[config.mk]
export PLATFORM = sky130hd
export DESIGN_NAME = brk_uart_rx
export DESIGN_NICKNAME = d
export VERILOG_FILES = /design/src/rtl/brk_uart_rx_pkg.sv /design/src/rtl/brk_uart_rx_sync.sv /design/src/rtl/brk_uart_rx_timer.sv /design/src/rtl/brk_uart_rx.sv
export SDC_FILE = /design/constraint.sdc
export NUM_CORES = 1
export LEC_CHECK = 0
export BUFFER_PORTS_ARGS = -buffer_cell sky130_fd_sc_hd__buf_2
export CAP_MARGIN = 40
export CORE_MARGIN = 2
export CORE_UTILIZATION = 52
export DETAILED_ROUTE_END_ITERATION = 7
export GPL_ROUTABILITY_DRIVEN = 0
export MAX_ROUTING_LAYER = met4
export PLACE_DENSITY = 0.86
export SLEW_MARGIN = 5
export SYNTH_ARGS = -nofsm -noshare
export SYNTH_HDL_FRONTEND = slang
export SYNTH_SLANG_ARGS = --single-unit
[constraint.sdc]
create_clock -name clk -period 1.8 [get_ports clk]
set_input_delay 0.36 -clock clk [delete_from_list [all_inputs] [get_ports clk]]
set_output_delay 0.36 -clock clk [all_outputs]
set_load 0.02 [all_outputs]
[src/rtl/brk_uart_rx_pkg.sv]
package brk_uart_rx_pkg;
  localparam int unsigned DATA_BITS  = 8;
  localparam int unsigned FRAME_BITS = DATA_BITS + 2;

  typedef enum logic [2:0] {
    ST_IDLE,
    ST_START,
    ST_DATA,
    ST_STOP,
    ST_BREAK,
    ST_WAIT_HIGH
  } rx_state_e;
endpackage

[src/rtl/brk_uart_rx_sync.sv]
module brk_uart_rx_sync (
  input  logic clk,
  input  logic rst,
  input  logic d_i,
  output logic q_o
);
  logic meta_q, stab_q;
  logic [1:0] warm_q;

  always_ff @(posedge clk) begin
    if (rst) begin
      meta_q <= 1'b1;
      stab_q <= 1'b1;
    end else begin
      meta_q <= d_i;
      stab_q <= meta_q;
    end
  end

  assign q_o = stab_q;

  always_ff @(posedge clk) begin
    if (rst) warm_q <= '0;
    else if (warm_q != 2'd3) warm_q <= warm_q + 2'd1;
  end


  sync_delay_chk: assert property (@(posedge clk) disable iff (rst)
    (warm_q >= 2'd2) |-> (q_o == $past(d_i, 2)));
endmodule

[src/rtl/brk_uart_rx_timer.sv]
module brk_uart_rx_timer #(
  parameter int unsigned BIT_CYC = 10
) (
  input  logic clk,
  input  logic rst,
  input  logic arm_i,
  input  logic run_i,
  output logic tick_o
);
  localparam int unsigned HALF_CYC = BIT_CYC / 2;
  localparam int unsigned CW = (BIT_CYC > 2) ? $clog2(BIT_CYC) : 1;

  logic [CW-1:0] cnt_q;

  assign tick_o = run_i && (cnt_q == '0);

  always_ff @(posedge clk) begin
    if (rst) cnt_q <= '0;
    else if (arm_i) cnt_q <= CW'(HALF_CYC - 1);
    else if (run_i) begin
      if (cnt_q == '0) cnt_q <= CW'(BIT_CYC - 1);
      else cnt_q <= cnt_q - 1'b1;
    end
  end


  tick_gap_chk: assert property (@(posedge clk) disable iff (rst)
    tick_o |=> !tick_o);

  initial begin

    min_ratio_chk: assert (BIT_CYC >= 2);
  end
endmodule

[src/rtl/brk_uart_rx.sv]
module brk_uart_rx
  import brk_uart_rx_pkg::*;
#(
  parameter int unsigned CLK_HZ     = 125_000_000,
  parameter int unsigned BAUD_HZ    = 12_500_000,
  parameter int unsigned BREAK_BITS = 12
) (
  input  logic       clk,
  input  logic       rst,
  input  logic       rxd_i,
  output logic [7:0] rx_byte_o,
  output logic       rx_valid_o,
  output logic       rx_break_o,
  output logic       rx_ferr_o
);
  localparam int unsigned BIT_CYC = CLK_HZ / BAUD_HZ;
  localparam int unsigned LOW_MAX = (BREAK_BITS > FRAME_BITS) ? BREAK_BITS : FRAME_BITS;
  localparam int unsigned LW      = $clog2(LOW_MAX + 1);
  localparam int unsigned IW      = $clog2(DATA_BITS);

  rx_state_e            state_q;
  logic                 line_s;
  logic                 tick;
  logic                 arm, run;
  logic [DATA_BITS-1:0] shift_q;
  logic [IW-1:0]        idx_q;
  logic [LW-1:0]        lowc_q;

  brk_uart_rx_sync u_sync (
    .clk (clk),
    .rst (rst),
    .d_i (rxd_i),
    .q_o (line_s)
  );

  assign arm = (state_q == ST_IDLE) && !line_s;
  assign run = (state_q == ST_START) || (state_q == ST_DATA) ||
               (state_q == ST_STOP)  || (state_q == ST_BREAK);

  brk_uart_rx_timer #(.BIT_CYC(BIT_CYC)) u_timer (
    .clk    (clk),
    .rst    (rst),
    .arm_i  (arm),
    .run_i  (run),
    .tick_o (tick)
  );

  always_ff @(posedge clk) begin
    if (rst) begin
      state_q    <= ST_IDLE;
      shift_q    <= '0;
      idx_q      <= '0;
      lowc_q     <= '0;
      rx_byte_o  <= '0;
      rx_valid_o <= 1'b0;
      rx_break_o <= 1'b0;
      rx_ferr_o  <= 1'b0;
    end else begin
      rx_valid_o <= 1'b0;
      rx_break_o <= 1'b0;
      rx_ferr_o  <= 1'b0;
      unique case (state_q)
        ST_IDLE: if (!line_s) state_q <= ST_START;
        ST_START: if (tick) begin
          if (line_s) state_q <= ST_IDLE;
          else begin
            idx_q   <= '0;
            state_q <= ST_DATA;
          end
        end
        ST_DATA: if (tick) begin
          shift_q <= {line_s, shift_q[DATA_BITS-1:1]};
          if (idx_q == IW'(DATA_BITS - 1)) state_q <= ST_STOP;
          else idx_q <= idx_q + 1'b1;
        end
        ST_STOP: if (tick) begin
          rx_byte_o <= shift_q;
          if (line_s) begin
            rx_valid_o <= 1'b1;
            state_q    <= ST_IDLE;
          end else if (shift_q != '0) begin
            rx_ferr_o <= 1'b1;
            state_q   <= ST_WAIT_HIGH;
          end else if (BREAK_BITS <= FRAME_BITS) begin
            rx_break_o <= 1'b1;
            state_q    <= ST_WAIT_HIGH;
          end else begin
            lowc_q  <= LW'(FRAME_BITS);
            state_q <= ST_BREAK;
          end
        end
        ST_BREAK: if (tick) begin
          if (line_s) begin
            rx_ferr_o <= 1'b1;
            state_q   <= ST_IDLE;
          end else if (32'(lowc_q) + 1 >= BREAK_BITS) begin
            rx_break_o <= 1'b1;
            state_q    <= ST_WAIT_HIGH;
          end else begin
            lowc_q <= lowc_q + 1'b1;
          end
        end
        ST_WAIT_HIGH: if (line_s) state_q <= ST_IDLE;
        default: state_q <= ST_IDLE;
      endcase
    end
  end


  strobe_excl_chk: assert property (@(posedge clk) disable iff (rst)
    $onehot0({rx_valid_o, rx_break_o, rx_ferr_o}));


  strobe_single_chk: assert property (@(posedge clk) disable iff (rst)
    (rx_valid_o || rx_break_o || rx_ferr_o) |=> !(rx_valid_o || rx_break_o || rx_ferr_o));


  glitch_quiet_chk: assert property (@(posedge clk) disable iff (rst)
    (state_q == ST_START && tick && line_s) |=> !(rx_valid_o || rx_break_o || rx_ferr_o));


  break_origin_chk: assert property (@(posedge clk) disable iff (rst)
    $rose(rx_break_o) |-> ($past(state_q) == ST_STOP || $past(state_q) == ST_BREAK));


  wait_hold_chk: assert property (@(posedge clk) disable iff (rst)
    (state_q == ST_WAIT_HIGH && !line_s) |=> (state_q == ST_WAIT_HIGH));

  initial begin

    break_len_chk: assert (BREAK_BITS >= FRAME_BITS);
  end
endmodule

==> summary.md, run 1 <==
| Metric | Value |
|---|---|
| Outcome | finished clean |
| Synth top area cells | dfxtp_1 (45%), a21oi_1 (7.9%), nand2_1 (7.4%) |
| Commonest cells after routing, fill and taps aside | dfxtp_1 (33), nand2_1 (31), a21oi_1 (24) |
| Register area | 703 sq um |
| H-tree depth | 2 |
| GRT Util Overall | 22.4% |
| Pwr Total | 1.65 mW |
| Commonest non-fill, non-tap cell in the layout | dfxtp_1 |
| Total gr overflow | 0 |
| Pleak | 0.709 nW |
| Synth area leader | dfxtp_1 |
| Clock power frac | 42.3% |
| PD cells | 886 nW/um^2 |
| #FFs+latches synth | 35 |
| Mapped Area | 1570 sq um |
| Worst Hold Class | input port to flip-flop |
| Initial Util | 56.1% |
| Largest net degree at the start of global routing | 34 |
| Max Fanout on Critical Path | 5 |
| Main synth FF type | dfxtp_1 |
| Post-DRT Antenna Nets | 0 |
| Yosys cell types | 46 |
| Final number of max-transition violations | 0 |
| Num Clock Sinks | 35 |
| Slew @ Worst Pin | 0.570 ns |
| Startpoint types | flip-flop |
| Via count | 1,384 |
| CTS Buf Count | 5 |
| Max Clock Skew | 0.00873 ns |
| Flop2flop setup slack | 0.13 ns |
| Combinational fraction of design power | 9.7% |
| Row count | 19 |
| Antenna violations before repair | 0 |
| Hold_sp | rxd_i |
| Hold-fix buffers at CTS | 0 |
| Final WL | 3.31 mm |
| NetSw | 0.374 mW |
| Fillers | 238 |
| Reg2reg end | idx_q[0] |
| Mapped Nets | 194 |
| CP required | 2.03 ns |
| Post-detail-place hpwl | 2.25 mm |
| First-pass GRT wire length | 5.60 mm |
| # port buffers | 13 |
| Synth Area per Inst | 8.42 sq um |
| Worst path arrival time | 1.90 ns |
| Initial drt markers | 31 |
| Worst skew pair latency | 0.35 ns |
| Multi-input gate area | 835 sq um |
| Final Hold Viols | 0 |
| TritonRoute pass-1 iters | 4 |
| Worst path cell trace | ha_1, ha_2, nor3b_2, a21oi_2, nor3_4, mux2i_1, nor2_1 |
| Int Power | 1.28 mW |
| Vias in the first global route | 1,312 |
| Cell family with most CP delay | simple AND/OR/NAND/NOR gates |
| Flop pwr share | 48.0% |
| Fmax | 599 MHz |
| Hold path depth | 2 |
| Min-Delay Endpoint | u_sync.meta_q |
| Cells after synthesis | 187 |
| DIE HEIGHT | 59.0 microns |
| Crit path kind | flip-flop to flip-flop |
| Reg2reg path depth | 7 |
| Crit-path max cell delay | 0.34 ns |
| Synth top area share | 44.5% |
| WHS | 0.188 ns |
| Area growth, synth to finish | 18.6% |
| DRC viols | 0 |
| Max-cap violations | 0 |
| CTS clock-pin slew for the worst setup and hold paths | 0.10 ns |
| Number of diodes | 0 |
| Critical-path top delay cell | dfxtp_2 |
| Worst relative slew slack | 62.0% |
| Final Setup Violations | 0 |
| Layout cells sized above 1 | 24.1% |
| Core area | 2810 sq um |
| WP buf/inv | 0 |
| Yosys warnings | 0 |
| CTS tree | done |
| Sw frac | 22.6% |
| Die Wd | 59.0 microns |
| Clock Tree Buf Depth | 2 |
| Min Clock Period, post-route | 1.67 ns |
| Register area share after synthesis | 44.5% |
| Period utilisation layout | 92.8% |
| I/O pins | 14 |
| Async S/R FF share, synth | 0% |
| Reg-to-reg startpoint | idx_q[0] |
| Root Buffer | clkbuf_4 |
| Wire length per cell | 13.6 microns |
| Worst vdd ir | 0.000803 V |
| Final net count | 218 |
| Post-synth EDFFs | 0 |
| Die footprint | 3480 sq um |
| Crit. End Element | flip-flop |
| Vias per inst | 5.70 |
[logic make-up after synthesis]
logic type | synth area share (%)
AO/OA/AOI/OAI | 17.7
XOR/XNOR | 1.67
adder cells (fa/ha/maj) | 3.18
AND/OR/NAND/NOR | 27.4
multiplexers | 1.35
buffers and inverters | 4.13
flip-flops | 44.5
[per-stage QoR]
step	std cells	util, %	worst slack (ns)	TNS [ns]	area (sq um)
3_3_place_gp	234	61.6	0.0496	0	1730
2_1_floorplan	187	-	0.142	0	1570
4_1_cts	242	65.3	0.0108	0	1830
6_report	243	66.5	0.129	0	1870
3_5_place_dp	234	61.6	-0.000590	-0.000590	1730
5_1_grt	243	66.5	-0.00364	-0.00364	1870
[cell type report]
type | instances | area share (%)
clock buffer | 6 | 2.21
clock inverter | 2 | 3.22
inverter | 5 | 1.01
multi-input combinational | 137 | 44.7
sequential | 35 | 37.7
tap | 31 | 2.08
timing repair buffer | 27 | 9.12
[worst register-to-register path, delay by kind of cell, from the launching register on]
kind                     cells  cell delay [ns]
AND/OR/NAND/NOR              3             0.52
adder cells (fa/ha/maj)      2             0.38
flip-flops                   1             0.34
multiplexers                 1             0.23
AO/OA/AOI/OAI                1             0.07
[layer usage]
layer  GRT usage (%)  up-vias  routed length, microns  share of wire, %
met5               -        -                       0                 0
met4            14.6        0                      98               3.0
met3            4.80       12                     146               4.4
met2            36.2       33                    1610                49
met1            24.9      628                    1450                44
li1                -      711                       -                 -
[synthesized netlist by cell type (2+ instances only)]
library cell,n
buf_4,2
nand2_1,31
inv_1,5
ha_1,4
xnor2_1,2
a21oi_1,25
nor3b_1,2
a311oi_1,2
o21ai_0,7
nor4_1,3
nand3_1,14
nor3_1,4
or2_2,2
clkbuf_1,6
nand2b_1,4
dfxtp_1,35
nor2_1,10
[flip-flops by register name, indices dropped and copies added, names as in the netlist]
register	count
rx_break_o	1
u_timer.cnt_q	4
state_q	3
u_sync.q_o	1
shift_q	8
rx_valid_o	1
idx_q	3
rx_ferr_o	1
u_sync.meta_q	1
lowc_q	4
rx_byte_o	8
[worst max path at each step]
stage                startpoint            to  slack, ns  cells past startpoint
6_report               idx_q[0]      idx_q[0]       0.13                      7
3_3_place_gp   u_timer.cnt_q[3]  rx_byte_o[4]       0.05                      5
5_1_grt                idx_q[0]      idx_q[0]     -0.004                      7
2_1_floorplan         lowc_q[0]    state_q[0]       0.14                      6
3_5_place_dp   u_timer.cnt_q[3]  rx_byte_o[4]    -0.0006                      5
4_1_cts        u_timer.cnt_q[3]    state_q[0]       0.01                      4
[power groups by stage]
stage,Combinational (mW),Clock (mW),Sequential (mW)
3_3_place_gp,0.145,0,0.810
6_report,0.161,0.699,0.794
2_1_floorplan,0.105,0,0.813
3_5_place_dp,0.150,0,0.811
4_1_cts,0.151,0.712,0.793
5_1_grt,0.177,0.742,0.796
[timing repair]
| item | CTS | global route |
|---|---|---|
| endpoints found under the setup margin | 8 | 12 |
| resized for setup | 1 | 8 |
| hold endpoints to repair | 0 | 0 |
| pin swaps | 0 | 4 |
| buffers inserted | 0 | 1 |
Power figures use the tool's default switching activity.
==> run 2, diff against run 1 <==
Settings changed: CORE_UTILIZATION 52 to 29, PLACE_DENSITY 0.86 to 0.58.
==> run 2 against run 1 <==
  * Worst setup slack improved by 0.0017 ns
  * Worst hold slack gained 0.068 ns
  * Via count is 0.29% lower
  * Design area rose by 0.67%
  * Global-route usage decreased by 10 points
  * Critical endpoint is now rx_byte_o[3]
  * Largest cell class unchanged
  * Fmax up 0.10%
  * Sequential power hardly changed
  * Core utilization is 30 points lower
  * Highest routed layer unchanged
  * Non-clock buffer count decreased by 2
  * Total power fell by 8.3%
==> summary.md, run 2 (synthesis results as in run 1) <==
| Metric | Value |
|---|---|
| Outcome | finished clean |
| Hold-fix buffers at CTS | 0 |
| PD cells | 808 nW/um^2 |
| Crit. End Element | flip-flop |
| Largest net degree at the start of global routing | 34 |
| Worst Hold Class | input port to flip-flop |
| Clock Tree Buf Depth | 2 |
| Int Power | 1.11 mW |
| Number of diodes | 0 |
| Die Wd | 77.7 microns |
| DP Area | 1770 sq um |
| TritonRoute pass-1 iters | 4 |
| DIE HEIGHT | 77.7 microns |
| Min Clock Period, post-route | 1.67 ns |
| First-pass GRT wire length | 5.61 mm |
| CTS clock-pin slew for the worst setup and hold paths | 0.07 ns |
| Wire length per cell | 11.9 microns |
| Initial drt markers | 93 |
| Worst relative slew slack | 59.4% |
| Sw frac | 26.8% |
| RSZ-0062 raised after global routing | true |
| Final WL | 3.32 mm |
| Final number of max-transition violations | 0 |
| Clock power frac | 37.4% |
| Slew @ Worst Pin | 0.610 ns |
| Vias per inst | 4.93 |
| Max Fanout on Critical Path | 8 |
| Period utilisation layout | 92.7% |
| Pleak | 0.686 nW |
| Fillers | 540 |
| CTS Buf Count | 5 |
| Final Setup Violations | 0 |
| Multi-input gate area | 827 sq um |
| Vias in the first global route | 1,267 |
| H-tree depth | 2 |
| Layout cells sized above 1 | 21.0% |
| CTS tree | done |
| NetSw | 0.407 mW |
| Max Clock Skew | 0.00401 ns |
| Commonest non-fill, non-tap cell in the layout | dfxtp_1 |
| CP required | 2.01 ns |
| DRC viols | 0 |
| Die footprint | 6030 sq um |
| Flop pwr share | 52.2% |
| Startpoint types | flip-flop |
| Final Util | 36.3% |
| Core area | 5170 sq um |
| Final Hold Viols | 0 |
| Antenna violations before repair | 0 |
| Area growth, synth to finish | 19.4% |
| Biggest regs | rx_byte_o (8), shift_q (8) |
| Final net count | 216 |
| GRT Util Overall | 12.0% |
| I/O pins | 14 |
| # port buffers | 13 |
| Post-DRT Antenna Nets | 0 |
| Via count | 1,380 |
| Register area | 702 sq um |
| Root Buffer | clkbuf_8 |
| Commonest cells after routing, fill and taps aside | dfxtp_1 (34), nand2_1 (31), a21oi_1 (25) |
| Fmax | 599 MHz |
| Worst skew pair latency | 0.29 ns |
| Final Cell Area | 1880 sq um |
| Row count | 26 |
| Crit path kind | flip-flop to flip-flop |
| Worst vdd ir | 0.000273 V |
| Combinational fraction of design power | 10.3% |
| Setup_tns | 0 ns |
| Initial Util | 30.4% |
| Total gr overflow | 0 |
| Num Clock Sinks | 35 |
| Max-cap violations | 0 |
| Worst path arrival time | 1.88 ns |
| Post-detail-place hpwl | 2.27 mm |
run 2: path summary, 6_finish.rpt:
path	from	endpoint	slack, ns	depth (start not counted)
min	rxd_i	u_sync.meta_q	0.26	2
max	u_timer.cnt_q[3]	rx_byte_o[3]	0.13	6
min reg2reg	u_sync.meta_q	u_sync.q_o	0.41	1
max reg2reg	u_timer.cnt_q[3]	rx_byte_o[3]	0.13	6
run 2: layout make-up:
cell class	instances	share of cell area, %
clock buffer	5	3.66
clock inverter	3	1.07
inverter	5	0.999
multi-input combinational	137	44.0
sequential	35	37.4
tap	70	4.66
timing repair buffer	25	8.26
run 2: layer usage:
layer  vias up  share of wire [%]  track usage, %
li1        704                  -               -
met1       635                 47            13.7
met2        36                 47            19.4
met3         5                4.2            3.49
met4         0                1.7            5.71
met5         -                  0               -
run 2: power by group through the flow:
stage	Clock [mW]	Combinational (mW)	Sequential, mW
2_1_floorplan	0	0.105	0.813
3_3_place_gp	0	0.152	0.811
3_5_place_dp	0	0.152	0.811
4_1_cts	0.595	0.152	0.793
5_1_grt	0.638	0.170	0.794
6_report	0.568	0.157	0.793
run 2: timing repair:
action | 4_1_cts | 5_1_grt
buffers inserted | 0 | 0
gates resized for setup | 1 | 4
pin swaps | 0 | 1
endpoints found under the setup margin | 1 | 6
hold endpoints to repair | 0 | 0
run 2: worst max-delay path, cell delays in order (launching register included):
cell     delay (ns)
dfxtp_1        0.31
or4_1          0.52
buf_4          0.19
nor2_4         0.13
and3_4         0.25
nand2_1        0.07
a21oi_1        0.13
run 2: stage by stage:
stage	power [mW]	hold WS, ns	std cells	setup WS [ns]
after floorplan	0.918	0.389	187	0.142
after global placement	0.963	0.398	272	0.0595
after detailed placement	0.963	0.395	272	0.0233
after CTS	1.54	0.250	280	0.0897
after global routing	1.60	0.254	280	-0.00160
final	1.52	0.256	280	0.131
==> run 3, diff against run 2 <==
Settings changed: SYNTH_HIERARCHICAL set to 1.
==> run 3 against run 2 <==
  * Clock-buffer cell count increased by 1
  * Design area increased by 19%
  * Sequential cell count unchanged
  * Largest power group unchanged
  * Core utilization increased by 4.8 points
  * Sequential share of layout area decreased by 6.0 points
  * Highest routed layer unchanged
  * Worst setup slack got worse by 0.20 ns
  * Global-route usage decreased by 0.24 points
  * Sequential power increased by 1%
  * The flow now finishes with violations (setup timing)
==> summary.md, run 3 <==
| Metric | Value |
|---|---|
| Outcome | finished, violations left |
| Failing checks | setup timing |
| Root Buffer | clkbuf_8 |
| Largest family of logic cells by synthesized area | simple AND/OR/NAND/NOR gates |
| Most frequent cell after synthesis | nand2_1 |
| CTS tree | done |
| Async S/R FF share, synth | 0% |
| DIE HEIGHT | 78.7 microns |
| Worst skew pair latency | 0.28 ns |
| TritonRoute pass-1 iters | 4 |
| Setup_tns | -0.258 ns |
| Crit. End Element | flip-flop |
| Max Fanout on Critical Path | 3 |
| Wire length per cell | 11.2 microns |
| Cells after synthesis | 196 |
| Main synth FF type | dfxtp_1 |
| Total gr overflow | 0 |
| Commonest non-fill, non-tap cell in the layout | dfxtp_1 |
| M1 wire length | 1.69 mm |
| Startpoint types | flip-flop |
| Flop2flop setup slack | -0.06 ns |
| Origin of the worst setup path | state_q[0] |
| Post-detail-place hpwl | 2.29 mm |
| Min Clock Period, post-route | 1.86 ns |
| Final Util | 41.2% |
| Final net count | 235 |
| Yosys cell types | 43 |
| Die Wd | 78.7 microns |
| Synth area leader | dfxtp_1 |
| Vias per inst | 4.83 |
| Area growth, synth to finish | 38.4% |
| Post-synthesis mux area share | 1.31% |
| Pleak | 0.832 nW |
| Number of diodes | 0 |
| Mapped Nets | 203 |
| Die footprint | 6190 sq um |
| WHS | 0.263 ns |
| Clock Tree Buf Depth | 2 |
| Row count | 27 |
| I/O pins | 14 |
| Final Cell Area | 2240 sq um |
| # port buffers | 13 |
| Final Hold Viols | 0 |
| DP Area | 1920 sq um |
| Routed met3 length | 58 microns |
| Commonest cells after routing, fill and taps aside | dfxtp_1 (33), nand2_1 (27), buf_4 (18) |
| Period utilisation layout | 104% |
| First-pass GRT wire length | 5.85 mm |
| Post-synthesis simple-gate area fraction | 30.3% |
| Synth top area cells | dfxtp_1 (43%), nand2_1 (8.8%), a21oi_1 (6.2%) |
| Reg-to-reg startpoint | state_q[0] |
| GRT Util Overall | 11.8% |
| Worst path arrival time | 2.07 ns |
| Worst vdd ir | 0.000281 V |
| CTS clock-pin slew for the worst setup and hold paths | 0.06 ns |
| Met2 wire len | 1.61 mm |
| #FFs+latches synth | 35 |
| Initial Util | 29.7% |
| Worst relative slew slack | 66.9% |
| Largest net degree at the start of global routing | 19 |
| Max Clock Skew | 0.00640 ns |
| Adder-cell share of the synthesized area | 3.09% |
| RSZ-0062 raised after global routing | true |
| Num Clock Sinks | 35 |
| Post-synthesis xor/xnor area fraction | 1.62% |
| Synth Area per Inst | 8.25 sq um |
| Yosys warnings | 6 |
| CTS Buf Count | 5 |
| Vias in the first global route | 1,267 |
| Compound-Gate Fraction of Synth Area | 16.3% |
| Layout cells sized above 1 | 37.7% |
| Worst Hold Class | input port to flip-flop |
| Core area | 5440 sq um |
| Via count | 1,449 |
| Final number of max-transition violations | 0 |
| Slew @ Worst Pin | 0.492 ns |
| Post-synth top cells | nand2_1 (38), dfxtp_1 (35), a21oi_1 (20) |
| DRC viols | 0 |
| Final WL | 3.37 mm |
| Antenna violations before repair | 0 |
| Synth top area share | 43.3% |
| PD cells | 658 nW/um^2 |
| CP required | 2.01 ns |
| Crit path kind | flip-flop to flip-flop |
| Initial drt markers | 90 |
| Final Setup Violations | 11 |
| Biggest regs | rx_byte_o (8), shift_q (8) |
| H-tree depth | 2 |
| Mapped Area | 1620 sq um |
| Fmax | 536 MHz |
| Hold-fix buffers at CTS | 0 |
| Post-synth EDFFs | 0 |
| Max-cap violations | 0 |
| Register area share after synthesis | 43.3% |
| Final worst setup slack | -0.0643 ns |
| Highest metal used | met4 |
| Hold_sp | rxd_i |
| Post-DRT Antenna Nets | 0 |
==> run 3: changes by cell type in the layout (fill, tap and decap cells not counted), sizes merged, moves of 4 or more <==
cell	delta
o21ai	-5
a21oi	-5
nand3	-13
buf	+12
nor2	+4
nand2	+7
==> run 3: cells by family after synthesis <==
family | after synthesis
simple gates | 93
xor+xnor | 3
fa+ha+maj | 4
buf+inv | 17
mux | 2
flops | 35
compound gates | 42
==> run 3: per-layer routing <==
layer,track usage [%],up-vias
met5,-,-
met4,4.21,0
met3,2.39,3
met2,17.8,13
met1,15.8,679
li1,-,754
==> run 3: cell type report <==
class                   instances  area, sq um
well taps                      72         90.1
flip-flops and latches         35          703
repair buffers                 37          277
inverters                       5         18.8
clock buffers                   6         82.6
multi-input cells             144         1060
clock inverters                 1         5.00
fillers                       545         3200
==> run 3: power breakdown <==
part	total (mW)	switching (mW)	internal, mW
registers	0.802	0.0158	0.786
clock network	0.559	0.259	0.300
logic	0.114	0.0535	0.0602
total	1.47	0.328	1.15
==> run 3: path summary, 6_finish.rpt <==
kind | cells after the start | end
setup reg to reg | 8 | lowc_q[0]
hold reg to reg | 1 | u_sync/q_o
setup / recovery | 8 | lowc_q[0]
hold / removal | 2 | u_sync/meta_q
==> run 3: worst max-delay path: stages (launching register included) <==
cell and delay, ns:
dfxtp_2 0.33, nor2_4 0.11, xnor2_2 0.12, nor4b_4 0.23, nor2b_4 0.22, nand2b_1 0.08, or3_1 0.29, or3_1 0.30
a31oi_1 0.12
==> run 3: what timing repair did <==
item | CTS | global route
setup endpoints to repair | 19 | 26
gates resized for setup | 10 | 39
pin swaps | 1 | 12
setup buffers | 2 | 2
==> run 3: stage by stage <==
step                instances  total power, mW  setup WS (ns)
detailed placement        289            0.912        -0.0999
global placement          289            0.911        -0.0645
floorplan                 196            0.885         -0.375
CTS                       298             1.49         -0.102
finish                    300             1.47        -0.0643
global route              300             1.55         -0.217
